[config.mk]
export PLATFORM = sky130hd
export DESIGN_NAME = sd_shutdown_seq
export DESIGN_NICKNAME = d
export VERILOG_FILES = /design/src/rtl/sd_pkg.sv /design/src/rtl/sd_count_timer.sv /design/src/rtl/sd_rail_mask.sv /design/src/rtl/sd_discharge_mon.sv /design/src/rtl/sd_shutdown_seq.sv
export SDC_FILE = /design/constraint.sdc
export NUM_CORES = 1
export LEC_CHECK = 0
export ABC_AREA = 1
export BUFFER_PORTS_ARGS = -buffer_cell sky130_fd_sc_hd__buf_4
export CAP_MARGIN = 15
export CORE_ASPECT_RATIO = 0.75
export CORE_MARGIN = 2
export CORE_UTILIZATION = 54
export CTS_CLUSTER_DIAMETER = 30
export DETAILED_ROUTE_END_ITERATION = 12
export HOLD_SLACK_MARGIN = 0.06
export PLACE_DENSITY = 0.82
export SLEW_MARGIN = 20
export SYNTH_ARGS = -nofsm -noshare
export SYNTH_HDL_FRONTEND = slang
export SYNTH_SLANG_ARGS = --single-unit
[constraint.sdc]
create_clock -name clk -period 1.8 [get_ports clk]
set_clock_uncertainty 0.05 [all_clocks]
set_input_delay 0.45 -clock clk [delete_from_list [all_inputs] [get_ports clk]]
set_output_delay 0.45 -clock clk [all_outputs]
set_load 0.02 [all_outputs]
[src/rtl/sd_pkg.sv]
package sd_pkg;

   typedef enum logic [3:0] {
      S_RUN,
      S_DOFF_CMD,
      S_DOFF_WAIT,
      S_SLP_CMD,
      S_SLP_WAIT,
      S_RAIL_OFF,
      S_RAIL_WAIT,
      S_DISCH,
      S_OFF,
      S_ERR
   } sd_state_e;

   localparam logic [1:0] STG_NONE  = 2'd0;
   localparam logic [1:0] STG_RAILS = 2'd1;
   localparam logic [1:0] STG_READY = 2'd2;
   localparam logic [1:0] STG_SHOW  = 2'd3;

   localparam int MAX_RAILS = 8;
   localparam int ORD_FW    = 4;
   localparam int DLY_FW    = 16;
   localparam int DEP_FW    = 8;

   function automatic logic order_is_perm(input logic [31:0] ord, input int n);
      logic [7:0] seen;
      seen = '0;
      for (int i = 0; i < MAX_RAILS; i++) begin
         if (i < n) begin
            if (int'(ord[i*ORD_FW +: ORD_FW]) >= n) return 1'b0;
            seen[ord[i*ORD_FW +: 3]] = 1'b1;
         end
      end
      return int'(seen) == ((1 << n) - 1);
   endfunction

endpackage

[src/rtl/sd_count_timer.sv]
module sd_count_timer #(
   parameter int W = 16
) (
   input  logic         clk,
   input  logic         rst_n,
   input  logic         load,
   input  logic [W-1:0] load_val,
   input  logic         dec,
   output logic [W-1:0] cnt
);

   always_ff @(posedge clk or negedge rst_n) begin
      if (!rst_n) begin
         cnt <= '0;
      end else if (load) begin
         cnt <= load_val;
      end else if (dec && (cnt != '0)) begin
         cnt <= cnt - 1'b1;
      end
   end

endmodule

[src/rtl/sd_rail_mask.sv]
module sd_rail_mask #(
   parameter int          N_RAIL   = 4,
   parameter int          IDXW     = 2,
   parameter logic [63:0] DEP_MASK = '0
) (
   input  logic              clk,
   input  logic              rst_n,
   input  logic              clr,
   input  logic              step_kill,
   input  logic [IDXW-1:0]   step_rail,
   input  logic              fault_en,
   input  logic [N_RAIL-1:0] fault_vec,
   output logic [N_RAIL-1:0] rail_off,
   output logic              fault_flag,
   output logic [IDXW-1:0]   fault_dom,
   output logic              fault_new
);

   logic [N_RAIL-1:0] seq_mask;
   logic [N_RAIL-1:0] kill_mask;
   logic [N_RAIL-1:0] kill_row [N_RAIL];
   logic [N_RAIL-1:0] kill_hit;
   logic [IDXW-1:0]   low_idx;

   // each faulting rail expands to itself plus its dependents
   for (genvar i = 0; i < N_RAIL; i++) begin : g_dep
      localparam logic [N_RAIL-1:0] ROW = DEP_MASK[i*8 +: N_RAIL] | (N_RAIL'(1) << i);
      assign kill_row[i] = fault_vec[i] ? ROW : '0;
   end

   always_comb begin
      kill_hit = '0;
      for (int i = 0; i < N_RAIL; i++) kill_hit = kill_hit | kill_row[i];
   end

   always_comb begin
      low_idx = '0;
      for (int i = N_RAIL - 1; i >= 0; i--) begin
         if (fault_vec[i]) low_idx = IDXW'(i);
      end
   end

   assign fault_new = fault_en && (|fault_vec) && !fault_flag;
   assign rail_off  = seq_mask | kill_mask;

   always_ff @(posedge clk or negedge rst_n) begin
      if (!rst_n) begin
         seq_mask   <= '1;
         kill_mask  <= '0;
         fault_flag <= 1'b0;
         fault_dom  <= '0;
      end else if (clr) begin
         seq_mask   <= '0;
         kill_mask  <= '0;
         fault_flag <= 1'b0;
         fault_dom  <= '0;
      end else begin
         if (step_kill) seq_mask[step_rail] <= 1'b1;
         if (fault_en) kill_mask <= kill_mask | kill_hit;
         if (fault_new) begin
            fault_flag <= 1'b1;
            fault_dom  <= low_idx;
         end
      end
   end

endmodule

[src/rtl/sd_discharge_mon.sv]
module sd_discharge_mon #(
   parameter int N_RAIL  = 4,
   parameter int MIN_OFF = 1000,
   parameter int DIS_TMO = 5000
) (
   input  logic              clk,
   input  logic              rst_n,
   input  logic              en,
   input  logic [N_RAIL-1:0] rail_low,
   output logic              dis_ok,
   output logic              dis_tmo
);

   localparam int LIMIT = (MIN_OFF > DIS_TMO) ? MIN_OFF : DIS_TMO;
   localparam int CW    = $clog2(LIMIT + 2);
   localparam logic [CW-1:0] CMAX = CW'(LIMIT + 1);

   logic [CW-1:0] cnt;

   always_ff @(posedge clk or negedge rst_n) begin
      if (!rst_n) begin
         cnt <= '0;
      end else if (!en) begin
         cnt <= '0;
      end else if (cnt != CMAX) begin
         cnt <= cnt + 1'b1;
      end
   end

   assign dis_ok = en && (&rail_low) && (cnt >= CW'(MIN_OFF));

   if (DIS_TMO > 0) begin : g_tmo
      assign dis_tmo = en && !dis_ok && (cnt >= CW'(DIS_TMO));
   end else begin : g_no_tmo
      assign dis_tmo = 1'b0;
   end

endmodule

[src/rtl/sd_shutdown_seq.sv]
module sd_shutdown_seq
   import sd_pkg::*;
#(
   parameter int           N_RAIL      = 4,
   parameter logic [31:0]  RAIL_ORDER  = 32'h0000_3102,
   parameter logic [127:0] STEP_DLY    = 128'h0003_0003_0003_0440,
   parameter logic [63:0]  DEP_MASK    = 64'h0000_0000_0F03_0002,
   parameter int           FRAMES_DOFF = 2,
   parameter int           FRAMES_SLP  = 2,
   parameter int           MIN_OFF     = 1000,
   parameter int           DIS_TMO     = 5000,
   parameter int           MAX_RETRY   = 3,
   localparam int          IDXW        = (N_RAIL > 1) ? $clog2(N_RAIL) : 1
) (
   input  logic              clk,
   input  logic              rst_n,
   input  logic [1:0]        up_stage,
   input  logic              shut_req,
   input  logic              frame_tick,
   input  logic              cmd_ack,
   input  logic [N_RAIL-1:0] rail_fault,
   input  logic [N_RAIL-1:0] rail_low,
   output logic              cmd_req,
   output logic              cmd_sel,
   output logic              if_park,
   output logic [N_RAIL-1:0] rail_off,
   output logic              restart_ok,
   output logic              fault_flag,
   output logic [IDXW-1:0]   fault_dom,
   output logic              dis_err,
   output logic              retry_lock
);

   localparam int TW = DLY_FW;
   localparam int RW = $clog2(MAX_RETRY + 1);
   localparam logic [IDXW-1:0] LAST_STEP = IDXW'(N_RAIL - 1);

   // elaboration checks on the configuration
   if (N_RAIL < 1 || N_RAIL > MAX_RAILS) begin : g_bad_n
      $error("sd_shutdown_seq: N_RAIL out of range");
   end
   if (!order_is_perm(RAIL_ORDER, N_RAIL)) begin : g_bad_order
      $error("sd_shutdown_seq: RAIL_ORDER is not a permutation of the rails");
   end
   if (FRAMES_DOFF < 1 || FRAMES_SLP < 1) begin : g_bad_frames
      $error("sd_shutdown_seq: frame waits must be at least one");
   end
   if (MAX_RETRY < 1 || MIN_OFF < 1) begin : g_bad_lim
      $error("sd_shutdown_seq: MAX_RETRY and MIN_OFF must be positive");
   end

   sd_state_e       st, st_n;
   logic [IDXW-1:0] step, step_n;
   logic            tmr_load, tmr_dec;
   logic [TW-1:0]   tmr_val, tmr_cnt;
   logic            step_kill, mask_clr;
   logic            fault_en, fault_seen, fault_new;
   logic            dis_en, dis_ok, dis_tmo;
   logic [IDXW-1:0] step_rail;
   logic [RW-1:0]   retry_cnt;

   assign step_rail = IDXW'(RAIL_ORDER[int'(step)*ORD_FW +: ORD_FW]);

   sd_count_timer #(.W(TW)) u_tmr (
      .clk      (clk),
      .rst_n    (rst_n),
      .load     (tmr_load),
      .load_val (tmr_val),
      .dec      (tmr_dec),
      .cnt      (tmr_cnt)
   );

   sd_rail_mask #(
      .N_RAIL   (N_RAIL),
      .IDXW     (IDXW),
      .DEP_MASK (DEP_MASK)
   ) u_mask (
      .clk        (clk),
      .rst_n      (rst_n),
      .clr        (mask_clr),
      .step_kill  (step_kill),
      .step_rail  (step_rail),
      .fault_en   (fault_en),
      .fault_vec  (rail_fault),
      .rail_off   (rail_off),
      .fault_flag (fault_flag),
      .fault_dom  (fault_dom),
      .fault_new  (fault_new)
   );

   sd_discharge_mon #(
      .N_RAIL  (N_RAIL),
      .MIN_OFF (MIN_OFF),
      .DIS_TMO (DIS_TMO)
   ) u_dis (
      .clk      (clk),
      .rst_n    (rst_n),
      .en       (dis_en),
      .rail_low (rail_low),
      .dis_ok   (dis_ok),
      .dis_tmo  (dis_tmo)
   );

   assign fault_en   = !(st == S_DISCH || st == S_OFF || st == S_ERR);
   assign fault_seen = fault_en && (|rail_fault);
   assign dis_en     = (st == S_DISCH);

   always_comb begin
      st_n      = st;
      step_n    = step;
      tmr_load  = 1'b0;
      tmr_val   = '0;
      tmr_dec   = 1'b0;
      step_kill = 1'b0;
      mask_clr  = 1'b0;
      unique case (st)
         S_RUN: begin
            if (fault_seen) begin
               st_n   = S_RAIL_OFF;
               step_n = '0;
            end else if (shut_req) begin
               step_n = '0;
               unique case (up_stage)
                  STG_SHOW:  st_n = S_DOFF_CMD;
                  STG_READY: st_n = S_SLP_CMD;
                  default:   st_n = S_RAIL_OFF;
               endcase
            end
         end
         S_DOFF_CMD, S_SLP_CMD: begin
            if (fault_seen) begin
               st_n   = S_RAIL_OFF;
               step_n = '0;
            end else if (cmd_ack) begin
               st_n     = (st == S_DOFF_CMD) ? S_DOFF_WAIT : S_SLP_WAIT;
               tmr_load = 1'b1;
               tmr_val  = (st == S_DOFF_CMD) ? TW'(FRAMES_DOFF) : TW'(FRAMES_SLP);
            end
         end
         S_DOFF_WAIT, S_SLP_WAIT: begin
            if (fault_seen) begin
               st_n   = S_RAIL_OFF;
               step_n = '0;
            end else if (frame_tick) begin
               if (tmr_cnt <= TW'(1)) begin
                  st_n   = (st == S_DOFF_WAIT) ? S_SLP_CMD : S_RAIL_OFF;
                  step_n = '0;
               end else begin
                  tmr_dec = 1'b1;
               end
            end
         end
         S_RAIL_OFF: begin
            step_kill = 1'b1;
            tmr_load  = 1'b1;
            tmr_val   = STEP_DLY[int'(step)*DLY_FW +: DLY_FW];
            st_n      = S_RAIL_WAIT;
         end
         S_RAIL_WAIT: begin
            if (tmr_cnt == '0) begin
               if (step == LAST_STEP) begin
                  st_n = S_DISCH;
               end else begin
                  step_n = step + 1'b1;
                  st_n   = S_RAIL_OFF;
               end
            end else begin
               tmr_dec = 1'b1;
            end
         end
         S_DISCH: begin
            if (dis_ok)       st_n = S_OFF;
            else if (dis_tmo) st_n = S_ERR;
         end
         S_OFF: begin
            if ((up_stage != STG_NONE) && restart_ok) begin
               st_n     = S_RUN;
               mask_clr = 1'b1;
            end
         end
         S_ERR: st_n = S_ERR;
         default: st_n = S_DISCH;
      endcase
   end

   always_ff @(posedge clk or negedge rst_n) begin
      if (!rst_n) begin
         st   <= S_DISCH;
         step <= '0;
      end else begin
         st   <= st_n;
         step <= step_n;
      end
   end

   // consecutive fault-driven shutdowns
   always_ff @(posedge clk or negedge rst_n) begin
      if (!rst_n) begin
         retry_cnt <= '0;
      end else if (fault_new) begin
         if (retry_cnt != RW'(MAX_RETRY)) retry_cnt <= retry_cnt + 1'b1;
      end else if (st == S_RUN && shut_req) begin
         retry_cnt <= '0;
      end
   end

   assign retry_lock = (retry_cnt >= RW'(MAX_RETRY));
   assign cmd_req    = (st == S_DOFF_CMD) || (st == S_SLP_CMD);
   assign cmd_sel    = (st == S_SLP_CMD);
   assign if_park    = !(st == S_RUN || st == S_DOFF_CMD || st == S_DOFF_WAIT ||
                         st == S_SLP_CMD || st == S_SLP_WAIT);
   assign restart_ok = (st == S_OFF) && (&rail_low) && !retry_lock;
   assign dis_err    = (st == S_ERR);

endmodule

==> flow_metrics.tcl <==
set metrics [dict create \
    ys_warn_count 0 \
    num_antenna_cells 0 \
    fin_hold_ws_ps 83.4 \
    ant_nets 0 \
    path_cells "buf_4, nand2_1, nor2_2, nor2_2, a21oi_2, nand4_4, nand2_4, nor2_4, buf_12, nand2_2, nand2_1" \
    clock.fmax_mhz 487 \
    drt_iter0_drc 414 \
    cpMaxStageDelayCell "dfstp_2" \
    crit_family "simple AND/OR/NAND/NOR gates" \
    cts-root-buf "clkbuf_8" \
    synth_seq_area_share 0.380 \
    grt_pass1_wl_um 13700 \
    ys_ff_latch 48 \
    setup_violations 31 \
    slew_headroom 0.573 \
    violations "setup timing" \
    die-area_mm2 0.00653 \
    track_usage 0.260 \
    status "finished, violations left" \
    cp-end-kind "register" \
    timing.final.crit_share 1.14 \
    min_period_ps 2050 \
    die_w_um 92.7 \
    cp.buffers_inverters 2 \
    vdd_drop_max_v 0.000533 \
    wl_um 10500 \
    p_leak_nw 2.26 \
    r2r_setup_slack_ps -250 \
    min_path_type "in -> async" \
    cts_sinks 48 \
    rows 24 \
    syn_inst 439 \
    grt_max_degree 49 \
    pin_count 28 \
    viasPerCell 5.86 \
    reg2reg_to "u_tmr.cnt[9]" \
    wl_per_cell_um 17.2 \
    path_depth 11 \
    clk_pin_slew_worst_paths_ps 100 \
    synth_nets 465 \
    drc 0 \
    setup_ws_ps -252 \
    cts_made_buffers 5 \
    overflow 0 \
    path_max_fanout 5 \
    nNetsFinal 554 \
    fin_area_mm2 0.00436 \
    drive_above_1_share 0.340 \
    clock_latency_ps 310 \
    syn-cell-area_mm2 0.00318 \
    crit_arrival_ps 2190 \
    synth_area_per_cell_um2 7.25 \
    rsz0062_at_grt "yes" \
    required_ps 1940 \
    worst_r2r_path_depth 11 \
    synth_top_area_share 0.322 \
    nFillCells 349 \
    worstReg2RegStart "st[1]" \
    vias 3554 \
    finalMaxSlewViolations 0 \
    max_stage_delay_ps 560 \
    grt_pass1_vias 3040 \
    portBuffers 27 \
    h-tree-depth 2 \
    cts_buffer_depth 2 \
    tightest_slew_ps 640 \
    place.gp.congestion 0.939 \
    synthTopCellsByArea "dfrtp_1 (32%), nand2_1 (14%), inv_1 (6.6%), nor2_1 (6.3%), dfstp_2 (5.8%)" \
    start_util 0.552 \
    hold_violations 0 \
    p_per_area_mw_per_mm2 413 \
    core_mm2 0.00577 \
    firstDrtPassIters 6 \
    cap_violations 0 \
    dpl_cell_area_mm2 0.00370 \
    dpl.hpwl_um 5630 \
    yosysUniqueCellTypes 32 \
    crit_type "reg -> reg" \
    yosys.area.top_type "dfrtp_1" \
    die_y_um 70.5 \
    antenna_found_initial 0 \
    finalPower_w 0.00180 \
    syn_to_final_growth_pct 37.0 \
    cts_tree "done" \
    startpoint_type "register" \
]
-- report_power, final --
group          switching, W  internal (W)  total [W]
clock network      0.000372      0.000274   0.000646
registers        0.00000102       0.00108    0.00108
logic             0.0000465     0.0000287  0.0000751
total              0.000419       0.00138    0.00180
-- Yosys cell counts, drive strengths merged --
library cell,number
nand3,38
dfrtp,41
nor3,14
xor2,6
nand4,9
o211ai,1
buf,4
o21bai,3
o21a,2
inv,60
a221oi,1
a21oi,15
or2,3
nand3b,3
ha,11
xnor2,7
nand2,128
o21ai,19
dfstp,7
nor2,63
o31ai,1
nor4,1
clkinv,2
-- flip-flops by register name (all words and copies together) (netlist names) --
signal / count
u_mask.fault_dom: 2
retry_cnt: 2
u_mask.seq_mask: 4
step: 2
u_tmr.cnt: 16
u_mask.fault_flag: 1
u_dis.cnt: 13
st: 4
u_mask.kill_mask: 4
-- worst max path at each step --
stage | slack, ps | startpoint | to
floorplan | 40 | st[0] | u_tmr.cnt[7]
global placement | -20 | st[2] | u_tmr.cnt[10]
detailed placement | -80 | st[2] | u_tmr.cnt[15]
CTS | -130 | st[0] | dis_err
global route | -330 | st[1] | u_tmr.cnt[9]
finish | -250 | st[1] | u_tmr.cnt[9]
-- metal layers --
metal,track usage,wire (µm),part of all wire
met5,0,0,0
met4,0.0605,399,0.038
met3,0.0464,878,0.084
met2,0.426,4910,0.47
met1,0.363,4270,0.41
-- metrics by stage --
step | worst slack, ps | utilization | cells | TNS, ps
after global placement | -20.5 | 0.641 | 574 | -133
after detailed placement | -76.8 | 0.641 | 574 | -924
after CTS | -130 | 0.687 | 591 | -1110
final | -252 | 0.757 | 607 | -5000
after global routing | -330 | 0.757 | 607 | -7210
after floorplan | 41.2 | - | 439 | 0
-- cells in the final DEF (no fill, tap or decap), types with 3 or more instances in the layout --
cell,n
a21oi_1,14
buf_4,65
buf_6,15
clkbuf_8,5
dfrtp_1,39
dfstp_2,7
ha_1,10
inv_1,50
inv_2,5
inv_4,4
nand2_1,102
nand2_2,14
nand2_4,12
nand3_1,24
nand3_2,11
nand3_4,3
nand3b_1,3
nand4_1,7
nand4_4,3
nor2_1,46
nor2_2,6
nor2_4,11
nor3_1,12
o21ai_0,15
o21ai_1,3
o21bai_1,3
or2_2,3
xnor2_1,7
xor2_1,6
-- logic make-up after synthesis --
logic type | after synthesis | synth area share
compound gates | 42 | 0.0739
flops | 48 | 0.380
xor+xnor | 13 | 0.0358
fa+ha+maj | 11 | 0.0432
simple gates | 259 | 0.379
buf+inv | 66 | 0.0881
-- what timing repair did --
item / in CTS / in global routing
resized for setup: 28 / 70
gates cloned: 0 / 3
hold buffers: 0 / 0
pin swaps: 4 / 28
setup endpoints to repair: 30 / 34
buffers inserted: 9 / 13
-- layout make-up --
type	instances	area, µm²	area share
Multi-Input combinational cell	326	1960	0.450
Clock inverter	1	5.00	0.00115
Sequential cell	48	1210	0.278
Timing Repair Buffer	85	757	0.174
Tap cell	78	97.6	0.0224
Clock buffer	7	76.3	0.0175
Inverter	62	251	0.0577
Power figures use the tool's default switching activity.
